[src/rtl/dmac_pkg.sv]
package dmac_pkg;
  localparam int ADDR_W = 16;
  localparam int BYTE_W = 8;

  // mode byte bits 7:2; bits 1:0 select the channel on write
  typedef struct packed {
    logic [1:0] xmode;     // 11 = cascade
    logic       dec;       // 1 = address steps down
    logic       autoinit;  // reload base values at terminal count
    logic [1:0] xtype;     // 01 = to memory, 10 = from memory
  } chmode_t;

  localparam logic [1:0] XMODE_CASCADE  = 2'b11;
  localparam logic [1:0] XTYPE_TO_MEM   = 2'b01;
  localparam logic [1:0] XTYPE_FROM_MEM = 2'b10;

  localparam logic [3:0] OFS_CMDSTAT = 4'h8;
  localparam logic [3:0] OFS_SWREQ   = 4'h9;
  localparam logic [3:0] OFS_MASK1   = 4'hA;
  localparam logic [3:0] OFS_MODE    = 4'hB;
  localparam logic [3:0] OFS_PTRCLR  = 4'hC;
  localparam logic [3:0] OFS_MCLR    = 4'hD;
  localparam logic [3:0] OFS_UNMASK  = 4'hE;
  localparam logic [3:0] OFS_MASKALL = 4'hF;
endpackage

[src/rtl/dmac_decode.sv]
module dmac_decode
  import dmac_pkg::*;
#(
  parameter int NCH = 4
) (
  input  logic           sel,
  input  logic           we,
  input  logic [3:0]     addr,
  output logic [NCH-1:0] ld_addr,
  output logic [NCH-1:0] ld_cnt,
  output logic           chreg_acc,
  output logic           chreg_rd,
  output logic           cmd_we,
  output logic           stat_rd,
  output logic           swreq_we,
  output logic           mask1_we,
  output logic           mode_we,
  output logic           ptrclr_we,
  output logic           mclr_we,
  output logic           mclr_rd,
  output logic           unmask_we,
  output logic           maskall_we
);
  localparam logic [4:0] CHREG_END = 5'(2 * NCH);

  logic wr, rd;
  assign wr = sel && we;
  assign rd = sel && !we;

  genvar i;
  generate
    for (i = 0; i < NCH; i++) begin : g_ld
      assign ld_addr[i] = wr && (addr == 4'(2 * i));
      assign ld_cnt[i]  = wr && (addr == 4'(2 * i + 1));
    end
  endgenerate

  assign chreg_acc  = sel && ({1'b0, addr} < CHREG_END);
  assign chreg_rd   = rd && ({1'b0, addr} < CHREG_END);
  assign cmd_we     = wr && (addr == OFS_CMDSTAT);
  assign stat_rd    = rd && (addr == OFS_CMDSTAT);
  assign swreq_we   = wr && (addr == OFS_SWREQ);
  assign mask1_we   = wr && (addr == OFS_MASK1);
  assign mode_we    = wr && (addr == OFS_MODE);
  assign ptrclr_we  = wr && (addr == OFS_PTRCLR);
  assign mclr_we    = wr && (addr == OFS_MCLR);
  assign mclr_rd    = rd && (addr == OFS_MCLR);
  assign unmask_we  = wr && (addr == OFS_UNMASK);
  assign maskall_we = wr && (addr == OFS_MASKALL);
endmodule

[src/rtl/dmac_chan.sv]
module dmac_chan
  import dmac_pkg::*;
#(
  parameter int PAGE_W = 8
) (
  input  logic              clk,
  input  logic              rst,
  input  logic              mclr,
  input  logic              ld_addr,
  input  logic              ld_cnt,
  input  logic              ptr_hi,
  input  logic [BYTE_W-1:0] wdata,
  input  logic              mode_we,
  input  chmode_t           mode_in,
  input  logic              mask_set,
  input  logic              mask_clr,
  input  logic              sreq_set,
  input  logic              sreq_clr,
  input  logic              pg_we,
  input  logic [PAGE_W-1:0] pg_din,
  input  logic              stat_clr,
  input  logic              xfer,
  input  logic              dreq,
  output logic [ADDR_W-1:0] cur_addr,
  output logic [ADDR_W-1:0] cur_cnt,
  output logic [PAGE_W-1:0] page,
  output chmode_t           mode,
  output logic              masked,
  output logic              sreq,
  output logic              tc_flag,
  output logic              eligible,
  output logic              last
);
  logic [ADDR_W-1:0] base_a, base_c, nxt_a, nxt_c, nxt_ba, nxt_bc;

  assign last     = (cur_cnt == '0);
  assign eligible = (dreq || sreq) && !masked && (mode.xmode != XMODE_CASCADE);

  always_comb begin
    nxt_a  = cur_addr;
    nxt_ba = base_a;
    if (ld_addr) begin
      if (ptr_hi) begin
        nxt_a[ADDR_W-1:BYTE_W]  = wdata;
        nxt_ba[ADDR_W-1:BYTE_W] = wdata;
      end else begin
        nxt_a[BYTE_W-1:0]  = wdata;
        nxt_ba[BYTE_W-1:0] = wdata;
      end
    end else if (xfer) begin
      if (last && mode.autoinit) nxt_a = base_a;
      else if (mode.dec)         nxt_a = cur_addr - 1'b1;
      else                       nxt_a = cur_addr + 1'b1;
    end
  end

  always_comb begin
    nxt_c  = cur_cnt;
    nxt_bc = base_c;
    if (ld_cnt) begin
      if (ptr_hi) begin
        nxt_c[ADDR_W-1:BYTE_W]  = wdata;
        nxt_bc[ADDR_W-1:BYTE_W] = wdata;
      end else begin
        nxt_c[BYTE_W-1:0]  = wdata;
        nxt_bc[BYTE_W-1:0] = wdata;
      end
    end else if (xfer) begin
      nxt_c = (last && mode.autoinit) ? base_c : cur_cnt - 1'b1;
    end
  end

  always_ff @(posedge clk) begin
    if (rst) begin
      cur_addr <= '0;
      cur_cnt  <= '0;
      base_a   <= '0;
      base_c   <= '0;
      page     <= '0;
      mode     <= '0;
    end else begin
      cur_addr <= nxt_a;
      cur_cnt  <= nxt_c;
      base_a   <= nxt_ba;
      base_c   <= nxt_bc;
      if (pg_we)   page <= pg_din;
      if (mode_we) mode <= mode_in;
    end
  end

  always_ff @(posedge clk) begin
    if (rst || mclr) begin
      masked  <= 1'b1;
      sreq    <= 1'b0;
      tc_flag <= 1'b0;
    end else begin
      if (mask_set)      masked <= 1'b1;
      else if (mask_clr) masked <= 1'b0;
      if (sreq_set)      sreq <= 1'b1;
      else if (sreq_clr) sreq <= 1'b0;
      if (stat_clr)      tc_flag <= 1'b0;
      if (xfer && last) begin
        tc_flag <= 1'b1;
        sreq    <= 1'b0;
        if (!mode.autoinit) masked <= 1'b1;
      end
    end
  end
endmodule

[src/rtl/dmac_prio.sv]
module dmac_prio #(
  parameter int N = 4
) (
  input  logic [N-1:0] req,
  output logic [N-1:0] grant,
  output logic         any
);
  always_comb begin
    grant = '0;
    for (int i = N - 1; i >= 0; i--) begin
      if (req[i]) grant = N'(1) << i;
    end
  end
  assign any = |req;
endmodule

[src/rtl/dmac4_regport.sv]
module dmac4_regport
  import dmac_pkg::*;
#(
  parameter int NCH    = 4,
  parameter int PAGE_W = 8
) (
  input  logic                     clk,
  input  logic                     rst,
  input  logic                     reg_sel,
  input  logic                     reg_we,
  input  logic [3:0]               reg_addr,
  input  logic [7:0]               reg_wdata,
  output logic [7:0]               reg_rdata,
  input  logic                     pg_we,
  input  logic [$clog2(NCH)-1:0]   pg_ch,
  input  logic [PAGE_W-1:0]        pg_data,
  input  logic [NCH-1:0]           dreq,
  output logic [NCH-1:0]           dack,
  output logic [PAGE_W+ADDR_W-1:0] mem_addr,
  output logic                     mem_wr,
  output logic                     mem_rd,
  output logic                     tc
);
  localparam int CH_W = $clog2(NCH);

  logic [NCH-1:0] ld_addr, ld_cnt;
  logic chreg_acc, chreg_rd, cmd_we, stat_rd, swreq_we, mask1_we, mode_we;
  logic ptrclr_we, mclr_we, mclr_rd, unmask_we, maskall_we;

  dmac_decode #(.NCH(NCH)) u_dec (
    .sel(reg_sel), .we(reg_we), .addr(reg_addr),
    .ld_addr(ld_addr), .ld_cnt(ld_cnt),
    .chreg_acc(chreg_acc), .chreg_rd(chreg_rd),
    .cmd_we(cmd_we), .stat_rd(stat_rd), .swreq_we(swreq_we),
    .mask1_we(mask1_we), .mode_we(mode_we), .ptrclr_we(ptrclr_we),
    .mclr_we(mclr_we), .mclr_rd(mclr_rd), .unmask_we(unmask_we),
    .maskall_we(maskall_we)
  );

  logic ptr_q, cmd_dis_q;

  always_ff @(posedge clk) begin
    if (rst || mclr_we || ptrclr_we) ptr_q <= 1'b0;
    else if (chreg_acc)              ptr_q <= ~ptr_q;
  end

  always_ff @(posedge clk) begin
    if (rst || mclr_we) cmd_dis_q <= 1'b0;
    else if (cmd_we)    cmd_dis_q <= reg_wdata[2];
  end

  logic [ADDR_W-1:0] ch_addr [NCH];
  logic [ADDR_W-1:0] ch_cnt  [NCH];
  logic [PAGE_W-1:0] ch_page [NCH];
  chmode_t           ch_mode [NCH];
  logic [NCH-1:0]    mask_v, sreq_v, tc_v, elig_v, last_v, grant, xfer_v;
  logic              any_req, go;
  logic [CH_W-1:0]   wch;

  assign wch = reg_wdata[CH_W-1:0];
  assign go  = !(|dack) && any_req && !cmd_dis_q;

  genvar i;
  generate
    for (i = 0; i < NCH; i++) begin : g_ch
      logic hit, m_set, m_clr;
      assign hit   = (wch == CH_W'(i));
      assign m_set = (mask1_we && hit && reg_wdata[2]) || (maskall_we && reg_wdata[i]);
      assign m_clr = (mask1_we && hit && !reg_wdata[2]) || unmask_we
                   || (maskall_we && !reg_wdata[i]);
      assign xfer_v[i] = go && grant[i];

      dmac_chan #(.PAGE_W(PAGE_W)) u_chan (
        .clk(clk), .rst(rst), .mclr(mclr_we),
        .ld_addr(ld_addr[i]), .ld_cnt(ld_cnt[i]), .ptr_hi(ptr_q),
        .wdata(reg_wdata),
        .mode_we(mode_we && hit), .mode_in(chmode_t'(reg_wdata[7:2])),
        .mask_set(m_set), .mask_clr(m_clr),
        .sreq_set(swreq_we && hit && reg_wdata[2]),
        .sreq_clr(swreq_we && hit && !reg_wdata[2]),
        .pg_we(pg_we && (pg_ch == CH_W'(i))), .pg_din(pg_data),
        .stat_clr(stat_rd), .xfer(xfer_v[i]), .dreq(dreq[i]),
        .cur_addr(ch_addr[i]), .cur_cnt(ch_cnt[i]), .page(ch_page[i]),
        .mode(ch_mode[i]), .masked(mask_v[i]), .sreq(sreq_v[i]),
        .tc_flag(tc_v[i]), .eligible(elig_v[i]), .last(last_v[i])
      );
    end
  endgenerate

  dmac_prio #(.N(NCH)) u_prio (.req(elig_v), .grant(grant), .any(any_req));

  // granted channel's transfer attributes
  logic [PAGE_W+ADDR_W-1:0] g_addr;
  logic                     g_last;
  logic [1:0]               g_type;

  always_comb begin
    g_addr = '0;
    g_last = 1'b0;
    g_type = 2'b00;
    for (int k = 0; k < NCH; k++) begin
      if (grant[k]) begin
        g_addr = {ch_page[k], ch_addr[k]};
        g_last = last_v[k];
        g_type = ch_mode[k].xtype;
      end
    end
  end

  always_ff @(posedge clk) begin
    if (rst) begin
      dack     <= '0;
      mem_addr <= '0;
      mem_wr   <= 1'b0;
      mem_rd   <= 1'b0;
      tc       <= 1'b0;
    end else if (go) begin
      dack     <= grant;
      mem_addr <= g_addr;
      mem_wr   <= (g_type == XTYPE_TO_MEM);
      mem_rd   <= (g_type == XTYPE_FROM_MEM);
      tc       <= g_last;
    end else begin
      dack   <= '0;
      mem_wr <= 1'b0;
      mem_rd <= 1'b0;
      tc     <= 1'b0;
    end
  end

  // read-back path
  logic [CH_W-1:0]   rch;
  logic [ADDR_W-1:0] rword;
  logic [7:0]        stat_byte;

  assign rch       = reg_addr[CH_W:1];
  assign rword     = reg_addr[0] ? ch_cnt[rch] : ch_addr[rch];
  assign stat_byte = 8'({(dreq | sreq_v), tc_v});

  always_ff @(posedge clk) begin
    if (rst) begin
      reg_rdata <= '0;
    end else if (chreg_rd) begin
      reg_rdata <= ptr_q ? rword[ADDR_W-1:BYTE_W] : rword[BYTE_W-1:0];
    end else if (stat_rd) begin
      reg_rdata <= stat_byte;
    end else if (mclr_rd) begin
      reg_rdata <= '0;
    end
  end
endmodule

[config.mk]
export PLATFORM = sky130hd
export DESIGN_NAME = dmac4_regport
export DESIGN_NICKNAME = d
export VERILOG_FILES = /design/src/rtl/dmac_pkg.sv /design/src/rtl/dmac_decode.sv /design/src/rtl/dmac_chan.sv /design/src/rtl/dmac_prio.sv /design/src/rtl/dmac4_regport.sv
export SDC_FILE = /design/constraint.sdc
export NUM_CORES = 1
export LEC_CHECK = 0
export BUFFER_PORTS_ARGS = -buffer_cell sky130_fd_sc_hd__buf_2
export CELL_PAD_IN_SITES_DETAIL_PLACEMENT = 0
export CELL_PAD_IN_SITES_GLOBAL_PLACEMENT = 1
export CORE_MARGIN = 2
export CORE_UTILIZATION = 30
export CTS_CLUSTER_DIAMETER = 80
export CTS_CLUSTER_SIZE = 10
export DETAILED_ROUTE_END_ITERATION = 7
export PLACE_DENSITY_LB_ADDON = 0.1
export RECOVER_POWER = 50
export SYNTH_ARGS = -nofsm -noshare
export SYNTH_HDL_FRONTEND = slang
export SYNTH_SLANG_ARGS = --single-unit
[constraint.sdc]
create_clock -name clk -period 8.4 [get_ports clk]
set_input_delay 0 -clock clk [delete_from_list [all_inputs] [get_ports clk]]
set_output_delay 0 -clock clk [all_outputs]
set_load 0.05 [all_outputs]
# Word level (Yosys, flattened, before mapping)
# Index checks and enable logic that the tools add are counted.
# word_totals
reg_bits,365
latch_bits,0
ram_bits,0
mem_bits_ro,0
in_bits,31
wordCells,395
memories,0
# op_classes
n_addsub,12
mul,0
div_mod_pow,0
order_cmp,2
n_eq_ne,43
shifts,0
n_mux,86
bitwise,4
n_reduce_logical,176
# op_table
op,count
$mux W16,33
$sub A16 B1 Y16 const B,8
$mux W24,4
$logic_and A1 B1 Y1,84
$add A16 B1 Y16 const B,4
$bmux W16 S2,2
$logic_not A16 Y1,4
$reduce_and A2 Y1,32
$mux W8,6
$ne A2 B2 Y1 const B,20
$mux W1,33
$eq A4 B4 Y1 const B,8
$reduce_bool A2 Y1,16
$logic_or A1 B1 Y1,18
$eq A4 B3 Y1 const B,4
$mux W4,4
$logic_not A1 Y1,11
$eq A2 B2 Y1 const B,5
$reduce_or A2 Y1,5
$eq A4 B2 Y1 const B,2
$mux W2,4
$reduce_or A4 Y1,2
$eq A2 B1 Y1 const B,3
$eq A4 B1 Y1 const B,1
other kinds (8),10

# Longest topological paths before layout
# depth
word_depth,12
ltp_mapped,11
mapped_depth_nobuf,9

# By module
# Synthesis repeated with hierarchy kept, for this count alone.
# hier_totals
cells_unflattened,2647
hier_area_um2,21151.5
# by_module_without_submodules
mod,n_inst,cells_each,area_each_um2
dmac_chan (g_ch[2].u_chan ...),2,547,4379.2
dmac_chan (g_ch[0].u_chan ...),2,554,4314.1
dmac4_regport,1,410,3563.4
dmac_decode,1,30,161.4
dmac_prio,1,5,40.0

# Worst setup path before layout
# OpenSTA, ideal clock, no wires.
# synth_timing
path_type,reg-to-reg
from,register g_ch[2].u_chan.mode[3] in the netlist's numbering
to,register g_ch[2].u_chan.cur_addr[13]
setup_time_ps,125
arrival_time_ps,2538
path_slack_ps,5737
path_stages_with_launch,9
n_path_buf,0
synth_period_minus_slack_ps,2663
path_cell_list,dfxtp_1 -> ha_1 -> o211a_1 -> a2111oi_4 -> nor2_1 -> and4_1 -> a2111oi_1 -> xor2_1 -> o22ai_1
# synth_via
elab_chain_len,4
# synth_lines
element,line,text
from (decl),dmac_chan.sv:27,"output chmode_t mode,"
from (signal assigned),dmac_chan.sv:87,if (mode_we) mode <= mode_in;
$mux W16,dmac_chan.sv:52,else if (mode.dec) nxt_a = cur_addr - 1'b1;
$mux W16,dmac_chan.sv:51,if (last && mode.autoinit) nxt_a = base_a;
$mux W16,dmac_chan.sv:50,end else if (xfer) begin
$mux W16,dmac_chan.sv:42,if (ld_addr) begin
to (signal assigned),dmac_chan.sv:82,cur_addr <= nxt_a;
to (decl),dmac_chan.sv:24,"output logic [ADDR_W-1:0] cur_addr,"
# Every way passes these cells. The select of a mux whose other input is x is not followed.
# A chain may end at the register's enable or synchronous reset.

# Worst setup path in the final report
# layout_timing
from,input port reg_addr[2]
to,register g_ch[3].u_chan.cur_addr[12]
# layout_via
elab_chain_len,4
elab_cells_between_ends,6
classes_between,eq/ne: 2; mux: 1; reduce/logical: 3
# layout_lines
element,line,text
from (decl),dmac4_regport.sv:11,"input logic [3:0] reg_addr,"
$eq A4 B3 Y1 *,dmac_decode.sv:33,assign ld_addr[i] = wr && (addr == 4'(2 * i));
$logic_and A1 B1 Y1 *,dmac_decode.sv:33,
$ne A2 B2 Y1 (no source line) or $reduce_bool A2 Y1 (tied branches),n/a,
$reduce_and A2 Y1 (no source line),n/a,
to (signal assigned),dmac_chan.sv:82,
to (decl),dmac_chan.sv:24,
# Mark *: on every way between the ends. The rest lies on a longest branch, timed or not.

==> results by group <==
Layout
  • Fin util: 33.9%
  • Area delta synth->final: 11.6%
  • # diodes: 0
  • Share of cells above drive strength 1: 7.55%
  • Number of fill cells in the layout: 7344
  • Area of the multi-input gates: between 0.01 and 0.015 mm^2
  • Seq. cell area: around 0.0073 mm^2
  • Post-route insts no fill: 3500
  • Nets: 2660

Floorplanning
  • Die area: 0.0719 mm^2
  • Core area: 0.0688 mm^2
  • Io pins: 70
  • Row cnt: 96
  • Initial core utilization: 30.4%
  • Die Wd: 268 um
  • Die Ht: about 270 um

Synthesis
  • Syn Nets: about 2700
  • Number of distinct library cells after synthesis: 91
  • Most frequent cell after synthesis: dfxtp_1
  • Xor/xnor cell area share of the yosys netlist: 4.06%
  • Synthesized cell area: 0.0209 mm^2
  • Area fraction in compound gates after synthesis: 23.5%
  • Adder-Cell Fraction of Synth Area: 4.21%
  • Synth cell count leaders: dfxtp_1 (365), nand2_1 (345), nor2_1 (311)
  • Synth top area cells: dfxtp_1 (35%), a21oi_1 (6.3%), nand2_1 (6.2%)
  • Dominant cell type by area after synthesis: dfxtp_1
  • Avg Synthesized Cell Area: between 8 and 9 um^2
  • Main combinational cell family by area after synthesis: compound AO/OA/AOI/OAI gates
  • Synth Area in Simple Gates: 21.3%
  • Yosys warning count: 0
  • Post-synthesis mux area share: 7.80%
  • Number of synthesized flops with an enable pin: 0
  • Register area share after synthesis: roughly a third
  • Ys flop type: dfxtp_1
  • Asr flop ratio synth: 0%
  • Number of synthesized register bits: 365
  • Cells after synthesis: 2575
  • Synth top area share: a little over a third

Placed design
  • DP HPWL: 59.4 mm
  • GPL Wtd Cong: a little under 0.9
  • Placed Cells: 3425
  • IO Port Bufs: 69

GRT
  • First-pass GRT wire length: 129 mm
  • GRT overflow: 0
  • Initial antenna violation count: 0
  • GRT Util Overall: 23.9%
  • Largest net degree at the start of global routing: ~90
  • Vias in the first global route: 18908

STA
  • Worst setup skew after layout: 34.6 ps
  • Rel. slew slack: -149%
  • Tightest Pin Transition: 3740 ps
  • Max Transition Viols Final: ~210
  • Fin Setup TNS: 0 ps
  • Final hold violation count: 0
  • Tmin final: 5210 ps
  • FMAX: 192 MHz
  • RSZ-0062 raised after global routing: false
  • Final Setup Violations: 0
  • Final Cycle Share: 62.0%

Worst hold path
  • Worst hold path class: input port to flop
  • Min-delay src: reg_wdata[5]
  • Hold Path End: g_ch[1].u_chan.base_c[5]
  • Hold Path Stages: 4

Detailed routing
  • Antenna-violating nets left: 0
  • Starting DRC count in detailed routing: about 1600
  • Vias per inst: ~5.7
  • # DRC: 0
  • Routed wire length: 86.7 mm
  • DR vias: between 15000 and 20000
  • DR WL/cell: 24.8 um
  • First drt pass iteration count: 5

Power
  • VDD IR-drop max: 0.000132 V
  • Pleak: roughly 8.7 nW
  • Power Density: roughly 170 mW/mm^2

Setup path
  • Critical path class: input port to flop
  • Critical path capture point type: flop
  • Reg-to-reg endpoint: g_ch[0].u_chan.cur_cnt[8]
  • Worst Setup SP: reg_addr[2]
  • Critical-path cell list: buf_2 > clkbuf_1 > nand4b_1 > nor2_1 > and2_0 > nor3_1 > or4_1 > a21oi_1
  • CP max-delay cell: clkbuf_1
  • Critical path startpoint category: input port
  • R2R Setup Slk: approximately 3700 ps
  • Worst-path maximum fanout: between 40 and 50
  • Cells on worst reg2reg path: 6
  • Worst path max stage delay: between 2000 and 2500 ps
  • Worst Path Arrival: 5730 ps
  • FF-to-FF Start: ptr_q
  • Worst EP required: 8920 ps

CTS
  • Sink Count: around 370
  • # H-tree levels: 2
  • Clk slew on worst S/H paths: 60 ps
  • Root buffer cell: clkbuf_16
  • Clock latency on the worst-skew pair: 600 ps
  • Cts bufs inserted: 44
  • TritonCTS clock tree: yes
  • Longest Clk Path Bufs: 3

Job
  • Max cap viols: 5

Status
  • Failing checks: max-capacitance violations, max-slew violations
  • Status: finished, violations left
-- cell families (layout without fill, tap and decap cells) --
| family | count (synthesis) | count (layout) |
|---|---|---|
| flops | 365 | 365 |
| mux | 113 | 113 |
| xor+xnor | 97 | 97 |
| fa+ha+maj | 68 | 68 |
| compound gates | 751 | 751 |
| buf+inv | 220 | 214 |
| simple gates | 961 | 961 |
-- flip-flops by register name, indices dropped and copies added (netlist names), 4 cells and up --
| name | cells |
|---|---|
| g_ch.u_chan.masked | 4 |
| g_ch.u_chan.cur_addr | 64 |
| g_ch.u_chan.cur_cnt | 64 |
| mem_addr | 24 |
| g_ch.u_chan.tc_flag | 4 |
| g_ch.u_chan.sreq | 4 |
| g_ch.u_chan.mode | 24 |
| dack | 4 |
| reg_rdata | 8 |
| g_ch.u_chan.page | 32 |
| g_ch.u_chan.base_a | 64 |
| g_ch.u_chan.base_c | 64 |
-- area by class of cell --
type,count,area share (%)
multi-input cells,1990,54.6
flip-flops and latches,365,31.3
well taps,931,4.99
clock buffers,47,4.81
repair buffers,128,3.28
clock inverters,7,0.536
inverters,32,0.514
-- how the worst max path moves through the flow --
stage                             endpoint  cells past startpoint  slack, ps
2_1_floorplan  g_ch[2].u_chan.cur_addr[13]                      8       5740
3_3_place_gp    g_ch[2].u_chan.cur_addr[9]                      8       5130
3_5_place_dp    g_ch[2].u_chan.cur_addr[9]                      8       5040
4_1_cts          g_ch[0].u_chan.cur_cnt[4]                      7       5100
5_1_grt        g_ch[3].u_chan.cur_addr[12]                      8       2570
6_report       g_ch[3].u_chan.cur_addr[12]                      8       3190
-- stage by stage --
stage                     setup WS [ps]  total power [mW]  hold slack [ps]  instance area (um^2)
after detailed placement           5040              2.28              300                 22000
after CTS                          5100              4.11             55.2                 23500
after global routing               2570              4.21             83.7                 23400
after global placement             5130              2.28              283                 22000
final                              3190              4.06             83.3                 23400
after floorplan                    5740              2.13              144                 20900
-- cell usage in the layout, fill, tap and decap left out, types with 14 or more instances in the layout --
cell type / synthesis / final
o221ai_1: 20 / 20
a311oi_1: 14 / 14
mux2i_1: 73 / 73
a221o_1: 23 / 23
nor3_1: 76 / 77
nor2_1: 311 / 311
clkbuf_16: 0 / 44
o21ai_0: 108 / 109
inv_1: 32 / 32
a221oi_1: 32 / 32
clkbuf_1: 153 / 52
nand4_1: 15 / 15
xnor2_1: 54 / 54
buf_4: 4 / 29
a21o_1: 24 / 24
mux4_2: 40 / 40
or3_1: 21 / 21
ha_1: 64 / 64
a211oi_1: 87 / 87
nand3_1: 71 / 71
a21oi_1: 262 / 262
buf_2: 19 / 27
dfxtp_1: 365 / 364
o22ai_1: 20 / 20
o211ai_1: 55 / 55
nand2_1: 345 / 345
dlygate4sd3_1: 0 / 21
xor2_1: 43 / 43
-- where the power goes --
| group | switching [mW] | total (mW) | internal [mW] |
|---|---|---|---|
| Sequential | 0.0419 | 1.80 | 1.76 |
| Combinational | 0.292 | 0.453 | 0.161 |
| Clock | 0.798 | 1.81 | 1.01 |
| Total | 1.13 | 4.06 | 2.93 |
-- worst max-delay path: cells and delay by family --
kind / cells / cell delay (ps)
AND/OR/NAND/NOR: 5 / 3270
AO/OA/AOI/OAI: 1 / 110
buffers and inverters: 2 / 2280
-- layer usage --
layer	GRT usage, %	part of all wire (%)
met1	33.1	46
met3	3.00	5.3
met5	0	0
met2	38.2	45
met4	8.06	3.4
-- repair_timing --
| action | in CTS | in global routing |
|---|---|---|
| setup buffers | 0 | 0 |
| hold buffers | 21 | 0 |
| hold endpoints to repair | 78 | 0 |
| resized for setup | 0 | 0 |
Power figures use the tool's default switching activity.
